<file path="src/rtl/segAddrPkg.sv">
package segAddrPkg;
  // reference kinds
  localparam logic [1:0] REF_FETCH  = 2'd0;
  localparam logic [1:0] REF_STACK  = 2'd1;
  localparam logic [1:0] REF_DATA   = 2'd2;
  localparam logic [1:0] REF_STRDST = 2'd3;
  // segment register indices
  localparam logic [1:0] SEG_CODE  = 2'd0;
  localparam logic [1:0] SEG_STACK = 2'd1;
  localparam logic [1:0] SEG_DATA  = 2'd2;
  localparam logic [1:0] SEG_EXTRA = 2'd3;

  typedef enum logic [1:0] {ST_IDLE, ST_LO, ST_HI, ST_FIN} seqState_t;

  // strobes from control to datapath
  typedef struct packed {
    logic accept;
    logic capLo;
    logic capHi;
    logic hiPhase;
  } pathCtl_t;
endpackage

</file>
<file path="src/rtl/segAddrCtrl.sv">
module segAddrCtrl
  import segAddrPkg::*;
(
  input  logic     clk,
  input  logic     rstN,
  input  logic     reqValid,
  input  logic     busAck,
  input  logic     reqWord,
  output pathCtl_t ctl,
  output logic     busReq,
  output logic     done,
  output logic     busy
);
  seqState_t state, nextState;

  always_comb begin
    nextState = state;
    case (state)
      ST_IDLE: if (reqValid) nextState = ST_LO;
      ST_LO:   if (busAck) nextState = reqWord ? ST_HI : ST_FIN;
      ST_HI:   if (busAck) nextState = ST_FIN;
      default: nextState = ST_IDLE;
    endcase
  end

  always_ff @(posedge clk) begin
    if (!rstN) state <= ST_IDLE;
    else       state <= nextState;
  end

  always_comb begin
    ctl.accept  = (state == ST_IDLE) && reqValid;
    ctl.capLo   = (state == ST_LO) && busAck;
    ctl.capHi   = (state == ST_HI) && busAck;
    ctl.hiPhase = (state == ST_HI);
  end

  assign busReq = (state == ST_LO) || (state == ST_HI);
  assign done   = (state == ST_FIN);
  assign busy   = (state != ST_IDLE);
endmodule

</file>
<file path="src/rtl/segAddrPath.sv">
module segAddrPath
  import segAddrPkg::*;
#(
  parameter int OFF_W   = 16,
  parameter int SHIFT   = 4,
  parameter int NUM_SEG = 4,
  parameter int BYTE_W  = 8
) (
  input  logic                   clk,
  input  logic                   rstN,
  input  pathCtl_t               ctl,
  input  logic                   segWrEn,
  input  logic [1:0]             segWrSel,
  input  logic [OFF_W-1:0]       segWrData,
  input  logic [1:0]             refType,
  input  logic                   bpRel,
  input  logic                   ovrEn,
  input  logic [1:0]             ovrSel,
  input  logic                   isWrite,
  input  logic                   isWord,
  input  logic [OFF_W-1:0]       offset,
  input  logic [2*BYTE_W-1:0]    wrData,
  input  logic [BYTE_W-1:0]      busRData,
  output logic [OFF_W+SHIFT-1:0] busAddr,
  output logic                   busWrite,
  output logic [BYTE_W-1:0]      busWData,
  output logic [2*BYTE_W-1:0]    rdData,
  output logic                   reqWord
);
  localparam int ADDR_W = OFF_W + SHIFT;
  localparam int WORD_W = 2 * BYTE_W;

  logic [OFF_W-1:0]  segFile [NUM_SEG];
  logic [OFF_W-1:0]  segVal, offReg, curOff;
  logic [WORD_W-1:0] wrReg;
  logic              writeReg;
  logic [1:0]        pick;

  // base selection rules by reference kind
  always_comb begin
    case (refType)
      REF_FETCH:  pick = SEG_CODE;
      REF_STACK:  pick = SEG_STACK;
      REF_STRDST: pick = SEG_EXTRA;
      default:    pick = ovrEn ? ovrSel : (bpRel ? SEG_STACK : SEG_DATA);
    endcase
  end

  always_ff @(posedge clk) begin
    if (!rstN) begin
      for (int i = 0; i < NUM_SEG; i++) segFile[i] <= '0;
    end else if (segWrEn) begin
      segFile[segWrSel] <= segWrData;
    end
  end

  always_ff @(posedge clk) begin
    if (!rstN) begin
      segVal   <= '0;
      offReg   <= '0;
      wrReg    <= '0;
      writeReg <= 1'b0;
      reqWord  <= 1'b0;
    end else if (ctl.accept) begin
      segVal   <= segFile[pick];
      offReg   <= offset;
      wrReg    <= wrData;
      writeReg <= isWrite;
      reqWord  <= isWord;
    end
  end

  // offset steps within the segment before the base is added
  assign curOff   = ctl.hiPhase ? offReg + OFF_W'(1) : offReg;
  assign busAddr  = {segVal, {SHIFT{1'b0}}} + ADDR_W'(curOff);
  assign busWrite = writeReg;
  assign busWData = ctl.hiPhase ? wrReg[WORD_W-1:BYTE_W] : wrReg[BYTE_W-1:0];

  always_ff @(posedge clk) begin
    if (!rstN) begin
      rdData <= '0;
    end else if (ctl.capLo) begin
      rdData <= {{BYTE_W{1'b0}}, busRData};
    end else if (ctl.capHi) begin
      rdData[WORD_W-1:BYTE_W] <= busRData;
    end
  end
endmodule

</file>
<file path="src/rtl/segAddrGen.sv">
module segAddrGen
  import segAddrPkg::*;
#(
  parameter int OFF_W   = 16,
  parameter int SHIFT   = 4,
  parameter int NUM_SEG = 4,
  parameter int BYTE_W  = 8
) (
  input  logic                   clk,
  input  logic                   rstN,
  input  logic                   segWrEn,
  input  logic [1:0]             segWrSel,
  input  logic [OFF_W-1:0]       segWrData,
  input  logic                   reqValid,
  input  logic [1:0]             refType,
  input  logic                   bpRel,
  input  logic                   ovrEn,
  input  logic [1:0]             ovrSel,
  input  logic                   isWrite,
  input  logic                   isWord,
  input  logic [OFF_W-1:0]       offset,
  input  logic [2*BYTE_W-1:0]    wrData,
  input  logic                   busAck,
  input  logic [BYTE_W-1:0]      busRData,
  output logic                   busy,
  output logic                   busReq,
  output logic [OFF_W+SHIFT-1:0] busAddr,
  output logic                   busWrite,
  output logic [BYTE_W-1:0]      busWData,
  output logic                   done,
  output logic [2*BYTE_W-1:0]    rdData
);
  pathCtl_t ctl;
  logic     reqWord;

  segAddrCtrl u_ctrl (
    .clk(clk), .rstN(rstN), .reqValid(reqValid), .busAck(busAck),
    .reqWord(reqWord), .ctl(ctl), .busReq(busReq), .done(done), .busy(busy)
  );

  segAddrPath #(.OFF_W(OFF_W), .SHIFT(SHIFT), .NUM_SEG(NUM_SEG), .BYTE_W(BYTE_W)) u_path (
    .clk(clk), .rstN(rstN), .ctl(ctl),
    .segWrEn(segWrEn), .segWrSel(segWrSel), .segWrData(segWrData),
    .refType(refType), .bpRel(bpRel), .ovrEn(ovrEn), .ovrSel(ovrSel),
    .isWrite(isWrite), .isWord(isWord), .offset(offset), .wrData(wrData),
    .busRData(busRData), .busAddr(busAddr), .busWrite(busWrite),
    .busWData(busWData), .rdData(rdData), .reqWord(reqWord)
  );
endmodule

</file>
<file path="config.mk">
export PLATFORM = sky130hd
export DESIGN_NAME = segAddrGen
export DESIGN_NICKNAME = d
export VERILOG_FILES = /design/src/rtl/segAddrPkg.sv /design/src/rtl/segAddrCtrl.sv /design/src/rtl/segAddrPath.sv /design/src/rtl/segAddrGen.sv
export SDC_FILE = /design/constraint.sdc
export NUM_CORES = 1
export LEC_CHECK = 0
export BUFFER_PORTS_ARGS = -buffer_cell sky130_fd_sc_hd__buf_2
export CAP_MARGIN = 20
export CORE_MARGIN = 10
export CORE_UTILIZATION = 25
export DETAILED_ROUTE_END_ITERATION = 8
export SYNTH_ARGS = -nofsm -noshare
export SYNTH_HDL_FRONTEND = slang
export SYNTH_SLANG_ARGS = --single-unit
export TNS_END_PERCENT = 50
</file>
<file path="constraint.sdc">
create_clock -name clk -period 4.1 [get_ports clk]
set_clock_uncertainty 0.2 [all_clocks]
set_input_delay 0.82 -clock clk [delete_from_list [all_inputs] [get_ports clk]]
set_output_delay 0.82 -clock clk [all_outputs]
set_load 0.01 [all_outputs]
</file>
==> results of run 1 <==
cells in the final DEF (no fill, tap or decap), types with 17 or more instances in the layout:
cell type  count
mux2i_1       33
buf_2        118
and2_1        50
nand3_1       23
clkbuf_16     17
dfxtp_1       63
edfxtp_1      64
buf_4         32
nand2_1      124
a21boi_0      43
sequential cells by signal (all words and copies together), names as in the netlist:
register,cells
u_path.busWrite,1
u_path.rdData,16
u_path.offReg,16
u_path.wrReg,16
u_path.segFile,64
u_path.segVal,16
u_path.reqWord,1
u_ctrl.state,2
synth_stat cells (all sizes together) (2+ instances only):
master     n  area, µm²
xnor2     14        123
mux2      11        124
a21o       3       22.5
nand3     25        138
a21oi     20        100
nand4      4       25.0
clkbuf    26       98.8
buf        8       37.5
and3      21        136
edfxtp    64       1920
dfxtp     68       1360
o2111ai    3       32.5
o221ai    17        149
ha        19        238
a31oi      4       25.0
and2      50        313
a221oi     2       17.5
nand2b     3       18.8
a211oi     2       15.0
nor3       5       25.0
a21boi    44        330
nor4       3       33.8
nand2    125        469
o21ai      5       28.8
inv       13       48.8
nor2b      3       18.8
nor3b      3       22.5
mux2i     33        330
o31ai      2       15.0
xor2      10       87.6
nor2       9       33.8
worst reg2reg max path, delay by kind of cell (launching register included):
| family | cells | cell delay [ns] |
|---|---|---|
| DFF | 1 | 0.36 |
| adders and majority gates | 1 | 0.22 |
| buffers and inverters | 3 | 0.54 |
| and+or+nand+nor | 3 | 0.85 |
| AOI/OAI and AO/OA | 1 | 0.09 |
cell type report:
cell class | instances | area, µm²
Fill cell | 2555 | 16800
Multi-Input combinational cell | 454 | 3320
Sequential cell | 132 | 3290
Tap cell | 330 | 413
Clock buffer | 17 | 425
Timing Repair Buffer | 152 | 853
Inverter | 13 | 51.3
Clock inverter | 15 | 159
Antenna cell | 4 | 10.0
power groups by stage:
stage	Combinational, W	Clock [W]	Sequential, W
finish	0.00125	0.00147	0.00168
floorplan	0.000697	0	0.00168
global route	0.00139	0.00156	0.00171
global placement	0.00114	0	0.00169
CTS	0.00121	0.00150	0.00168
detailed placement	0.00115	0	0.00170
cells by family after synthesis:
kind of cell / share of synthesized area, %
adder cells (fa/ha/maj): 3.99
AND/OR/NAND/NOR: 19.9
XOR/XNOR: 3.25
AO/OA/AOI/OAI: 12.1
buffers and inverters: 2.87
flip-flops: 50.8
multiplexers: 7.03
per-stage QoR:
step | util [%] | area [µm²] | setup TNS (ns) | power (W)
floorplan | - | 6460 | 0 | 0.00237
global placement | 29.7 | 7510 | 0 | 0.00283
detailed placement | 29.7 | 7510 | 0 | 0.00284
CTS | 32.8 | 8300 | -0.154 | 0.00438
global route | 33.6 | 8520 | -1.05 | 0.00466
finish | 33.7 | 8530 | -0.0181 | 0.00440
per-layer routing:
metal | vias to the layer above | track usage, %
met4 | 2 | 3.97
li1 | 2535 | -
met2 | 99 | 17.9
met3 | 17 | 3.44
met1 | 2421 | 13.6
met5 | - | 0
repair_timing:
| action | 4_1_cts | 5_1_grt |
|---|---|---|
| pin swaps | 19 | 17 |
| buffers inserted | 10 | 2 |
| hold buffers | 0 | 0 |
| setup endpoints to repair | 7 | 9 |
| hold endpoints to repair | 0 | 0 |
| resized for setup | 37 | 37 |
worst max-delay path by stage:
stage          cells after the start  slack, ns          end             start
2_1_floorplan                     13       0.07  busAddr[16]   u_ctrl.state[0]
3_3_place_gp                      14       0.12  busAddr[16]   u_ctrl.state[0]
3_5_place_dp                      14       0.08  busAddr[16]   u_ctrl.state[0]
4_1_cts                           14      -0.06  busAddr[16]   u_ctrl.state[0]
5_1_grt                           12      -0.17  busAddr[17]  u_path.offReg[4]
6_report                          13      -0.02  busAddr[16]  u_path.offReg[6]
==> flow_summary.yaml, run 1 <==
status:
  status: "finished, violations left"
  violations: "setup timing"
detailed_routing:
  dr.pass1.iters: 4
  wire_per_inst_um: 16.5
  wl_met2_mm: 8.94
  ant_nets: 0
  wl_met3_mm: 1.08
  via_per_inst: 4.54
  drcViolationCount: 0
  drt_iter0_markers: 310
  maxUsedRoutingLayer: "met5"
  routed_wl_mm: 18.5
  met1_length_mm: 8.20
  vias: 5074
place:
  port_buffers: 118
  hpwlAfterDp_mm: 12.8
  placed_cells: 1070
  gp_congestion: 0.822
  dp_slack_ns: 0.0820
critical_path:
  crit_path_start_kind: "register"
  crit_buf_inv: 2
  critical_path_class: "register to output port"
  worstRegToRegCells: 8
  critPathArrivalTime_ns: 3.10
  crit_fanout: 6
  critPathTopFamily: "simple AND/OR/NAND/NOR gates"
  cp_cell_sequence: "and4_4 -> and3_4 -> nand3_4 -> nor3_4 -> xor2_1 -> ha_4 -> and3_4 -> nand2_1 -> a21oi_4 -> buf_6 -> nor2b_4 -> nor4_4 -> buf_2"
  timing.rr.start: "u_ctrl.state[1]"
  slowest_stage: "dfxtp_2"
  timing.reg2reg.setup_slack_ns: 1.75
  endpoint_kind: "output port"
  rr_endpoint: "u_path.segVal[9]"
  cp_common_cell: "and3_4"
  cp.required_ns: 3.08
  max_stage_delay_ns: 0.34
power_and_ir_drop:
  pwr-share-clk_pct: 33.4
  peakVddDrop_mv: 0.267
  power_frac_seq_pct: 38.2
  power_switching_w: 0.00151
  swShare_pct: 34.4
  p_comb_share_pct: 28.4
  leakagePower_nw: 3.57
  intPower_w: 0.00289
  power_density_mw_per_mm2: 516
logic_synthesis:
  syn_area_mm2: 0.00646
  synth_area_per_cell_um2: 10.2
  yosys_warnings: 0
  synth_seq_cells: 132
  synthesis.nets: 724
  synth_edf_count: 64
  synthFlopType: "dfxtp_1"
  synthArstFlopShare_pct: 0
  synthCells: 633
  synth_seq_area_share_pct: 50.8
  ys_types: 53
cells_and_area:
  flow.area_growth_from_synthesis_pct: 32.0
  drive_gt1_share_pct: 32.7
  nets: 861
  final_cells: 1117
clock_tree:
  clk_pin_slew_worst_paths_ns: 0.06
  cts.sinks: 132
  cts_buffer_depth: 2
  cts_tree: "done"
  root_buffer: "clkbuf_16"
  cts_max_level: 4
  numCtsBuffers: 17
  clock_latency_ns: 0.41
die:
  core_mm2: 0.0253
  die_x_um: 181
  std_cell_rows: 58
  die_h_um: 181
  floorplan.initialDensity_pct: 25.5
  num_io_pins: 119
  dieArea_mm2: 0.0327
hold_path:
  min_to: "u_path.rdData[12]"
  hp-class: "register to register"
  whs_path_depth: 2
  holdCritStartpoint: "u_path.rdData[12]"
grt:
  grt_pass1_vias: 5146
  antenna_found_initial: 5
  grt_start_max_net_pins: 43
  grt.total_usage_pct: 11.1
  overflow: 0
  grt_first_pass_wirelength_mm: 29.0
sta:
  holdWs_ns: 0.252
  rsz0062_at_grt: "true"
  fin_ws_ns: -0.0181
  finalSetupViolCount: 1
  tightest_slew_ns: 0.980
  fmaxAchievable_mhz: 243
  period_needed_ns: 4.12
  maxSlewHeadroom_pct: 34.7
  finalHoldViolCount: 0
  fin_crit_sh_pct: 100
  slew_viol_final: 0
flow_run:
  maxCapViolations: 0
Power figures use the tool's default switching activity.
==> run 2: changes to the inputs <==
--- a/config.mk
+++ b/config.mk
@@ -7,7 +7,7 @@
 export LEC_CHECK = 0
 export BUFFER_PORTS_ARGS = -buffer_cell sky130_fd_sc_hd__buf_2
 export CAP_MARGIN = 20
-export CORE_MARGIN = 10
+export CORE_MARGIN = 2
 export CORE_UTILIZATION = 25
 export DETAILED_ROUTE_END_ITERATION = 8
 export SYNTH_ARGS = -nofsm -noshare
==> constraint.sdc (replaced) <==
create_clock -name clk -period 4.48 [get_ports clk]
set_clock_uncertainty 0.2 [all_clocks]
set_input_delay 0.896 -clock clk [delete_from_list [all_inputs] [get_ports clk]]
set_output_delay 0.896 -clock clk [all_outputs]
set_load 0.01 [all_outputs]
==> flow_summary.yaml, run 2 (same netlist as run 1, synthesis figures left out) <==
cells_and_area:
  flow.area_growth_from_synthesis_pct: 26.6
  layout_commonest_cell: "nand2_1"
  mostFrequentLayoutCells: "nand2_1, buf_2, edfxtp_1"
  nets: 842
  regMostFlops: "u_path.segFile"
  largest_reg_flops: 64
  final_area_mm2: 0.00818
  final_cells: 1098
  drive_gt1_share_pct: 27.1
clock_tree:
  cts_buffer_depth: 2
  clk_pin_slew_worst_paths_ns: 0.06
  cts_max_level: 4
  cts.sinks: 132
  hold_buffers: 0
  numCtsBuffers: 17
  root_buffer: "clkbuf_16"
  clock_latency_ns: 0.41
  cts_tree: "done"
place:
  hpwlAfterDp_mm: 11.8
  place_area_mm2: 0.00741
  gp_congestion: 0.795
  placed_cells: 1056
  port_buffers: 118
critical_path:
  cp_common_cell: "and3_1"
  crit_path_start_kind: "register"
  critPathArrivalTime_ns: 3.19
  max_stage_delay_ns: 0.34
  slowest_stage: "dfxtp_2"
  critPathTopFamily: "compound AO/OA/AOI/OAI gates"
  cp.required_ns: 3.38
  critical_path_class: "register to output port"
  crit_fanout: 5
  endpoint_kind: "output port"
  crit_buf_inv: 3
  cp_cell_sequence: "inv_2 -> ha_2 -> nand4_1 -> inv_1 -> and3_1 -> xor2_2 -> ha_1 -> a211oi_1 -> o21bai_2 -> and3_1 -> a31oi_1 -> xnor2_1 -> buf_2"
detailed_routing:
  drt_iter0_markers: 295
  ant_nets: 0
  vias: 4945
  routed_wl_mm: 16.9
  dr.pass1.iters: 5
  wire_per_inst_um: 15.4
  drcViolationCount: 0
  via_per_inst: 4.50
grt:
  grt_first_pass_wirelength_mm: 26.2
  grt_start_max_net_pins: 69
  grt.total_usage_pct: 12.4
  overflow: 0
  grt_pass1_vias: 4785
  antenna_found_initial: 5
power_and_ir_drop:
  leakagePower_nw: 3.41
  power_density_mw_per_mm2: 478
  peakVddDrop_mv: 0.267
sta:
  maxSlewHeadroom_pct: 32.1
  slew_viol_final: 0
  holdWs_ns: 0.251
  tightest_slew_ns: 1.02
  fmaxAchievable_mhz: 233
  finalHoldViolCount: 0
  finalSetupViolCount: 0
  fin_crit_sh_pct: 95.7
  period_needed_ns: 4.29
  rsz0062_at_grt: "false"
die:
  num_io_pins: 119
  die_h_um: 165
  die_x_um: 165
  floorplan.initialDensity_pct: 25.6
  dieArea_mm2: 0.0271
  std_cell_rows: 58
  core_mm2: 0.0253
hold_path:
  hp-class: "register to register"
status:
  status: "finished clean"
flow_run:
  maxCapViolations: 0
run 2: path summary, 6_finish.rpt:
kind                                       start          endpoint  cells after the start  slack, ns
worst max-delay path             u_ctrl.state[0]       busAddr[15]                     13       0.19
worst min-delay path            u_path.rdData[8]  u_path.rdData[8]                      2       0.25
worst max register to register   u_ctrl.state[1]  u_path.segVal[9]                      5       2.35
worst min register to register  u_path.rdData[8]  u_path.rdData[8]                      2       0.25
run 2: metal layers:
metal	vias up	wire length, µm	GRT usage, %
met5	-	44	0
met3	17	896	3.42
met2	87	8400	20.6
met1	2342	7350	15.7
met4	6	171	3.99
li1	2493	-	-
run 2: repair_timing:
item / 4_1_cts / 5_1_grt
gates cloned: 0 / 0
hold endpoints to repair: 0 / 0
buffers inserted: 1 / 5
gates resized for setup: 7 / 29
pin swaps: 2 / 11
setup endpoints to repair: 3 / 8
run 2: power by group:
part	leakage, nW	internal [W]	switching, W	total (W)
clock network	0.273	0.000782	0.000566	0.00135
logic	1.95	0.000407	0.000604	0.00101
registers	1.18	0.00143	0.000119	0.00155
total	3.41	0.00262	0.00129	0.00391
run 2: cell type report:
type / count / area (µm²)
fillers: 2638 / 17100
clock buffers: 18 / 429
clock inverters: 14 / 141
repair buffers: 133 / 707
inverters: 13 / 48.8
well taps: 330 / 413
multi-input cells: 454 / 3140
diodes: 4 / 10.0
flip-flops and latches: 132 / 3290
run 2: worst min-delay path, stage by stage, from the launching register on:
cell     delay (ns)
dfxtp_1        0.30
nand2_1        0.05
a21oi_1        0.05
run 2: through the flow:
stage	total power, W	setup TNS (ns)	setup slack (ns)	utilization, %
2_1_floorplan	0.00217	0	0.376	-
3_3_place_gp	0.00253	0	0.177	29.3
3_5_place_dp	0.00254	0	0.119	29.3
4_1_cts	0.00391	-0.0148	-0.0148	31.7
5_1_grt	0.00413	0	0.00969	32.3
6_report	0.00391	0	0.194	32.4
==> run 3: changes to the inputs <==
==> constraint.sdc (replaced) <==
create_clock -name clk -period 4.48 [get_ports clk]
set_clock_uncertainty 0.2 [all_clocks]
set_input_delay 0.448 -clock clk [delete_from_list [all_inputs] [get_ports clk]]
set_output_delay 0.448 -clock clk [all_outputs]
set_load 0.01 [all_outputs]
==> flow_summary.yaml, run 3 (same netlist as run 1, synthesis figures left out) <==
cells_and_area:
  mostFrequentLayoutCells: "nand2_1, buf_2, dfxtp_1"
  layout_commonest_cell: "nand2_1"
  drive_gt1_share_pct: 23.5
  regMostFlops: "u_path.segFile"
  nets: 836
  flow.area_growth_from_synthesis_pct: 24.4
  largest_reg_flops: 64
grt:
  antenna_found_initial: 6
  overflow: 0
  grt.total_usage_pct: 12.5
  grt_first_pass_wirelength_mm: 25.8
  grt_start_max_net_pins: 51
  grt_pass1_vias: 4658
die:
  floorplan.initialDensity_pct: 25.6
  dieArea_mm2: 0.0271
  std_cell_rows: 58
  die_h_um: 165
  num_io_pins: 119
  die_x_um: 165
  core_mm2: 0.0253
clock_tree:
  numCtsBuffers: 17
  cts_max_level: 4
  cts_tree: "done"
  hold_buffers: 0
  post_cts_buffers: 0
  ctsResizeCount: 0
  clock_latency_ns: 0.42
  root_buffer: "clkbuf_16"
  clk_pin_slew_worst_paths_ns: 0.07
  cts_buffer_depth: 2
  cts.sinks: 132
sta:
  setup_tns_ns: 0
  period_needed_ns: 4.19
  holdWs_ns: 0.0759
  fin_crit_sh_pct: 93.6
  finalSetupViolCount: 0
  maxSlewHeadroom_pct: 29.9
  finalHoldViolCount: 0
  fmaxAchievable_mhz: 239
  slew_viol_final: 0
  tightest_slew_ns: 1.05
  rsz0062_at_grt: "false"
detailed_routing:
  ant_nets: 0
  drcViolationCount: 0
  via_per_inst: 4.47
  wire_per_inst_um: 15.5
  drt_iter0_markers: 279
  vias: 4877
  routed_wl_mm: 16.9
  dr.pass1.iters: 6
critical_path:
  critical_path_class: "register to output port"
  timing.rr.start: "u_ctrl.state[0]"
  cp_cell_sequence: "and4_1 -> and3_4 -> nand3_4 -> nor3_1 -> xor2_1 -> ha_1 -> inv_1 -> o31ai_1 -> nor4b_1 -> nor4_1 -> buf_2"
  crit_fanout: 6
  critPathTopFamily: "simple AND/OR/NAND/NOR gates"
  worstRegToRegCells: 5
  crit_buf_inv: 2
  max_stage_delay_ns: 0.63
  timing.reg2reg.setup_slack_ns: 2.27
  slowest_stage: "o31ai_1"
  critPathArrivalTime_ns: 3.54
  cp.required_ns: 3.83
  endpoint_kind: "output port"
  crit_path_start_kind: "register"
  rr_endpoint: "u_path.segVal[0]"
power_and_ir_drop:
  pwr-share-clk_pct: 35.9
  power_frac_seq_pct: 39.2
  swShare_pct: 33.5
  intPower_w: 0.00261
  p_comb_share_pct: 24.9
  power_switching_w: 0.00132
  leakagePower_nw: 3.38
  power_density_mw_per_mm2: 488
  peakVddDrop_mv: 0.255
hold_path:
  holdCritStartpoint: "wrData[13]"
  min_to: "u_path.wrReg[13]"
  hp-class: "primary input to register"
  whs_path_depth: 3
flow_run:
  maxCapViolations: 0
place:
  port_buffers: 118
  gp_congestion: 0.788
  hpwlAfterDp_mm: 11.7
status:
  status: "finished clean"
-- run 3: cell count changes in the layout (fill, tap and decap cells not counted), moves of 3 or more --
cell     previous run  this run
ha_1               14        19
dfxtp_1            63        68
buf_4              14         8
dfxtp_2             5         0
inv_8               2         8
ha_4                3         0
inv_6               7         2
-- run 3: layout make-up --
| type | count | area, µm² |
|---|---|---|
| fillers | 2617 | 17200 |
| flip-flops and latches | 132 | 3280 |
| multi-input cells | 454 | 3020 |
| repair buffers | 127 | 662 |
| clock buffers | 17 | 425 |
| well taps | 330 | 413 |
| clock inverters | 15 | 179 |
| inverters | 13 | 48.8 |
| diodes | 2 | 5.00 |
-- run 3: power by group through the flow --
stage | logic, W | clock network (W) | registers (W)
3_3_place_gp | 0.000979 | 0 | 0.00156
2_1_floorplan | 0.000638 | 0 | 0.00153
6_report | 0.000975 | 0.00141 | 0.00154
3_5_place_dp | 0.000988 | 0 | 0.00156
4_1_cts | 0.000993 | 0.00144 | 0.00154
5_1_grt | 0.00109 | 0.00150 | 0.00156
-- run 3: routing by layer --
metal	track usage [%]	wire length [µm]	vias up
met4	4.15	206	8
li1	-	-	2480
met1	15.9	7510	2268
met2	20.6	8200	100
met3	3.59	926	21
met5	0	55	-
-- run 3: how the worst max path moves through the flow --
stage,from,end,cells after the start
floorplan,u_ctrl.state[0],busAddr[16],13
global placement,u_ctrl.state[0],busAddr[16],15
detailed placement,u_ctrl.state[0],busAddr[16],15
CTS,u_ctrl.state[0],busAddr[16],15
global route,u_ctrl.state[0],busAddr[16],15
finish,u_path.offReg[3],busAddr[16],11
-- run 3: through the flow --
step,instance area (µm²),util [%],cells,setup WS (ns),power (W)
3_3_place_gp,7400,29.3,1055,0.592,0.00254
5_1_grt,8030,31.8,1088,0.0202,0.00415
3_5_place_dp,7400,29.3,1055,0.555,0.00255
6_report,8040,31.8,1090,0.289,0.00392
4_1_cts,8010,31.7,1087,0.0768,0.00397
2_1_floorplan,6460,-,633,0.824,0.00217
-- run 3: worst register-to-register path: cells and delay by family (launching register included) --
kind / cells / cell delay, ns
AND/OR/NAND/NOR: 2 / 0.83
AO/OA/AOI/OAI: 1 / 0.43
flip-flops: 1 / 0.35
adder cells (fa/ha/maj): 1 / 0.20
buffers and inverters: 1 / 0.09
